$ cat config.mk
export PLATFORM = sky130hd
export DESIGN_NAME = lvt_mpram
export DESIGN_NICKNAME = d
export VERILOG_FILES = /design/src/rtl/lvt_mpram.sv
export SDC_FILE = /design/constraint.sdc
export NUM_CORES = 1
export LEC_CHECK = 0
export BUFFER_PORTS_ARGS = -buffer_cell sky130_fd_sc_hd__buf_2
export CAP_MARGIN = 10
export CORE_MARGIN = 8
export CORE_UTILIZATION = 55
export DETAILED_ROUTE_END_ITERATION = 8
export GPL_TIMING_DRIVEN = 0
export PLACE_DENSITY = 0.72
export SLEW_MARGIN = 0
export SYNTH_ARGS = -nofsm -noshare
export SYNTH_HDL_FRONTEND = slang
export SYNTH_SLANG_ARGS = --single-unit
$ cat constraint.sdc
create_clock -name clk -period 1.5 [get_ports clk]
set_input_delay 0 -clock clk [delete_from_list [all_inputs] [get_ports clk]]
set_output_delay 0 -clock clk [all_outputs]
set_load 0.01 [all_outputs]
$ cat src/rtl/lvt_mpram.sv
module lvt_mpram #(
  parameter int NW = 2,
  parameter int NR = 2,
  parameter int AW = 4,
  parameter int DW = 8
) (
  input  logic             clk,
  input  logic             rst_n,
  input  logic [NW-1:0]    wr_en,
  input  logic [NW*AW-1:0] wr_addr,
  input  logic [NW*DW-1:0] wr_data,
  input  logic [NR*AW-1:0] rd_addr,
  output logic [NR*DW-1:0] rd_data
);
  localparam int DEPTH = 1 << AW;
  localparam int LW = (NW > 1) ? $clog2(NW) : 1;

  logic [LW-1:0] owner [DEPTH];
  logic [LW-1:0] pick_q [NR];

  always_ff @(posedge clk or negedge rst_n) begin
    if (!rst_n) begin
      for (int i = 0; i < DEPTH; i++) owner[i] <= '0;
    end else begin
      for (int w = 0; w < NW; w++)
        if (wr_en[w]) owner[wr_addr[w*AW +: AW]] <= LW'(w);
    end
  end

  always_ff @(posedge clk or negedge rst_n) begin
    if (!rst_n) begin
      for (int r = 0; r < NR; r++) pick_q[r] <= '0;
    end else begin
      for (int r = 0; r < NR; r++) pick_q[r] <= owner[rd_addr[r*AW +: AW]];
    end
  end

  for (genvar r = 0; r < NR; r++) begin : g_rd
    logic [NW*DW-1:0] cand;
    for (genvar w = 0; w < NW; w++) begin : g_wr
      logic [DW-1:0] mem [DEPTH];
      logic [DW-1:0] q;
      always_ff @(posedge clk) begin
        if (wr_en[w]) mem[wr_addr[w*AW +: AW]] <= wr_data[w*DW +: DW];
        q <= mem[rd_addr[r*AW +: AW]];
      end
      assign cand[w*DW +: DW] = q;
    end
    assign rd_data[r*DW +: DW] = cand[int'(pick_q[r])*DW +: DW];
  end
endmodule

==> results.json <==
{
  "gp_congestion": 0.980,
  "grt_pass1_wl_mm": 52.9,
  "num_vias": 7892,
  "first_pass_iters": 6,
  "path_clk_slew_ns": 0.06,
  "layout_worst_path_cycle_share": 1.06,
  "failed_checks": "negative setup slack",
  "num-fill-cells": 1601,
  "wirelength_mm": 36.0,
  "rr_startpoint": "g_rd[0].g_wr[1].mem[8][0]",
  "finClkSkew_ns": 0.0122,
  "dp_cells": 1067,
  "start_util": 0.556,
  "cts_root_buffer": "clkbuf_16",
  "chipHeight_um": 172,
  "critPathArrivalTime_ns": 1.58,
  "wl_per_cell_um": 31.1,
  "endpoint_kind": "output port",
  "ys_types": 26,
  "yosys_register_bits": 306,
  "synth-adder-area-share": 0,
  "seq_area_frac_synth": 0.653,
  "grt_usage": 0.250,
  "cts_inserted_buffers": 31,
  "viasPerCell": 6.80,
  "synthXorXnorAreaFrac": 0,
  "dpl_cell_area_um2": 14100,
  "setup_tns_ns": -1.06,
  "grt_pass1_vias": 8356,
  "reg2regPathDepth": 3,
  "dieWidth_um": 172,
  "startpoint_type": "flip-flop",
  "r2r_end": "g_rd[1].g_wr[1].q[0]",
  "muxShareOfSynthArea": 0.241,
  "core-area_um2": 24200,
  "status": "finished with violations",
  "drt-initial-drc-count": 1072,
  "cts_sinks": 306,
  "synth-compound-area-share": 0.0514,
  "synth.avg_cell_area_um2": 19.3,
  "slew_headroom": 0.300,
  "p_per_area_nw_per_um2": 1230,
  "setup_slack_ns": -0.0830,
  "dp_hpwl_mm": 24.9,
  "detailedPlace.worstSlack_ns": -0.558,
  "crit_type": "flip-flop to output port",
  "synth_nets": 732,
  "rows": 57,
  "hold_viol_final": 0,
  "rsz0062_at_grt": "yes",
  "yosys_warnings": 0,
  "synth_top_family_by_area": "multiplexers",
  "synth_area_um2": 13400,
  "synth-simple-area-share": 0.0292,
  "io_pins": 52,
  "fin_area_um2": 15700,
  "yosys.area.top_type_share": 0.572,
  "fmax_ghz": 0.632,
  "cts_tree": "yes",
  "clock_latency_ns": 0.56,
  "hp-class": "input pin to flip-flop",
  "syn-instance-count": 696,
  "yosys.area.top_type": "edfxtp_1",
  "hold_end": "pick_q[0]",
  "setup_viol": 18,
  "stdcell_count": 1160,
  "numPortBuffers": 47,
  "insertedDiodeCount": 0,
  "required_ns": 1.50,
  "worst_pin_slew_ns": 1.05,
  "finalNetCount": 848,
  "clock_path_buffers": 3,
  "finalMaxSlewViolations": 0,
  "htree_num_levels": 1,
  "die-area_um2": 29700,
  "path_max_fanout": 8,
  "ant_nets": 0,
  "cellLeakagePower_uw": 0.00521,
  "grt_start_max_net_pins": 19,
  "rrSetupSlack_ns": -0.06,
  "vdd_ir_drop_max_v": 0.000977,
  "hold_depth": 4,
  "drive_gt1_frac": 0.368,
  "fin_crit_ns": 1.58,
  "grt_antenna_before_repair": 1,
  "grt-ovfl-total": 0,
  "area_delta_synth_final_pct": 16.8,
  "maxCapViolCount": 0,
  "hold_path_startpoint": "rd_addr[5]",
  "yosys-top-cells-area": "edfxtp_1 (57%), mux4_2 (23%), dfxtp_1 (4.8%), a22oi_1 (3.5%), dfrtp_1 (3.3%)",
  "drc": 0
}
[final cells by class]
cell class / instances / area, um^2 / area share
flip-flops and latches: 306 / 8780 / 0.559
multi-input cells: 336 / 4500 / 0.286
clock buffers: 43 / 861 / 0.0548
repair buffers: 85 / 729 / 0.0464
well taps: 324 / 405 / 0.0258
plain buffers: 48 / 320 / 0.0204
clock inverters: 14 / 97.6 / 0.00621
inverters: 4 / 15.0 / 0.000956
[per-layer routing]
metal,up-vias,share of wire,global-route usage
met5,-,0.00036,0
met4,2,0.050,0.119
met3,122,0.097,0.0450
met2,549,0.48,0.406
met1,4044,0.37,0.324
li1,3175,-,-
[timing repair]
action | in CTS | in global routing
resized for setup | 31 | 18
pin swaps | 0 | 2
hold buffers | 36 | 0
hold endpoints to repair | 324 | 0
buffers inserted | 2 | 0
setup endpoints to repair | 19 | 50
[cells in the mapped netlist, drive strengths merged]
master / n
mux2: 16
dfrtp: 18
edfxtp: 256
clkbuf: 23
nand2: 36
and2: 2
buf: 27
inv: 4
o21ai: 24
nand3b: 4
nand3: 2
dfxtp: 32
nor2: 26
a22oi: 68
o21bai: 4
nor2b: 4
or3b: 2
mux4: 136
nand2b: 4
nor3: 8
[cell usage in the layout, fill, tap and decap left out, types with 3 or more instances in the layout]
master         count
clkbuf_8           4
mux4_2           136
nor2_2             3
o21ai_0           12
nand3b_1           4
nand2_1           32
buf_6             17
edfxtp_1         256
mux2_2             4
o21ai_1           12
mux2_4            12
nand2_2            4
o21bai_1           4
clkbuf_1          29
nor3_2             6
inv_1              4
clkbuf_16         31
a22oi_2           17
buf_2             48
buf_12             8
dfrtp_1           16
dfxtp_1           32
nand2b_1           4
dlygate4sd3_1     36
nor2_1            23
nor2b_1            4
clkinv_2           9
a22oi_1           51
[how the worst max path moves through the flow]
| stage | from | endpoint | slack [ns] |
|---|---|---|---|
| CTS | pick_q[1] | rd_data[6] | -0.07 |
| finish | pick_q[1] | rd_data[0] | -0.08 |
| detailed placement | rd_addr[1] | g_rd[0].g_wr[1].q[2] | -0.56 |
| global route | pick_q[1] | rd_data[6] | -0.10 |
| global placement | wr_addr[3] | g_rd[1].g_wr[0].mem[4][3] | -0.69 |
| floorplan | wr_addr[3] | g_rd[1].g_wr[0].mem[0][0] | 0.20 |
[flip-flops by register name, summed over array words and instances (netlist names)]
register	cells
owner	16
g_rd.g_wr.q	32
pick_q	2
g_rd.g_wr.mem	256
[where the power goes]
| part | total (uW) | internal (uW) | switching [uW] |
|---|---|---|---|
| combinational | 2360 | 1150 | 1210 |
| sequential | 9760 | 9580 | 187 |
| clock | 7260 | 4150 | 3110 |
[metrics by stage]
stage / hold WS (ns) / utilization / power (uW)
after floorplan: -0.296 / - / 11100
after global placement: -0.0613 / 0.583 / 11800
after detailed placement: -0.0605 / 0.584 / 11900
after CTS: 0.00844 / 0.646 / 19300
after global routing: 0.0485 / 0.650 / 19800
final: 0.0233 / 0.650 / 19400
[cell families (layout without fill, tap and decap cells)]
family | count (synthesis) | count (layout)
flip-flops | 306 | 306
AND/OR/NAND/NOR | 88 | 88
AO/OA/AOI/OAI | 96 | 96
buffers and inverters | 54 | 194
multiplexers | 152 | 152
[critical path: stages, from the launching register on]
cell	delay, ns
dfrtp_2	0.38
buf_12	0.14
mux2_2	0.35
buf_2	0.15
No activity file was read; power rests on OpenSTA's default activity.
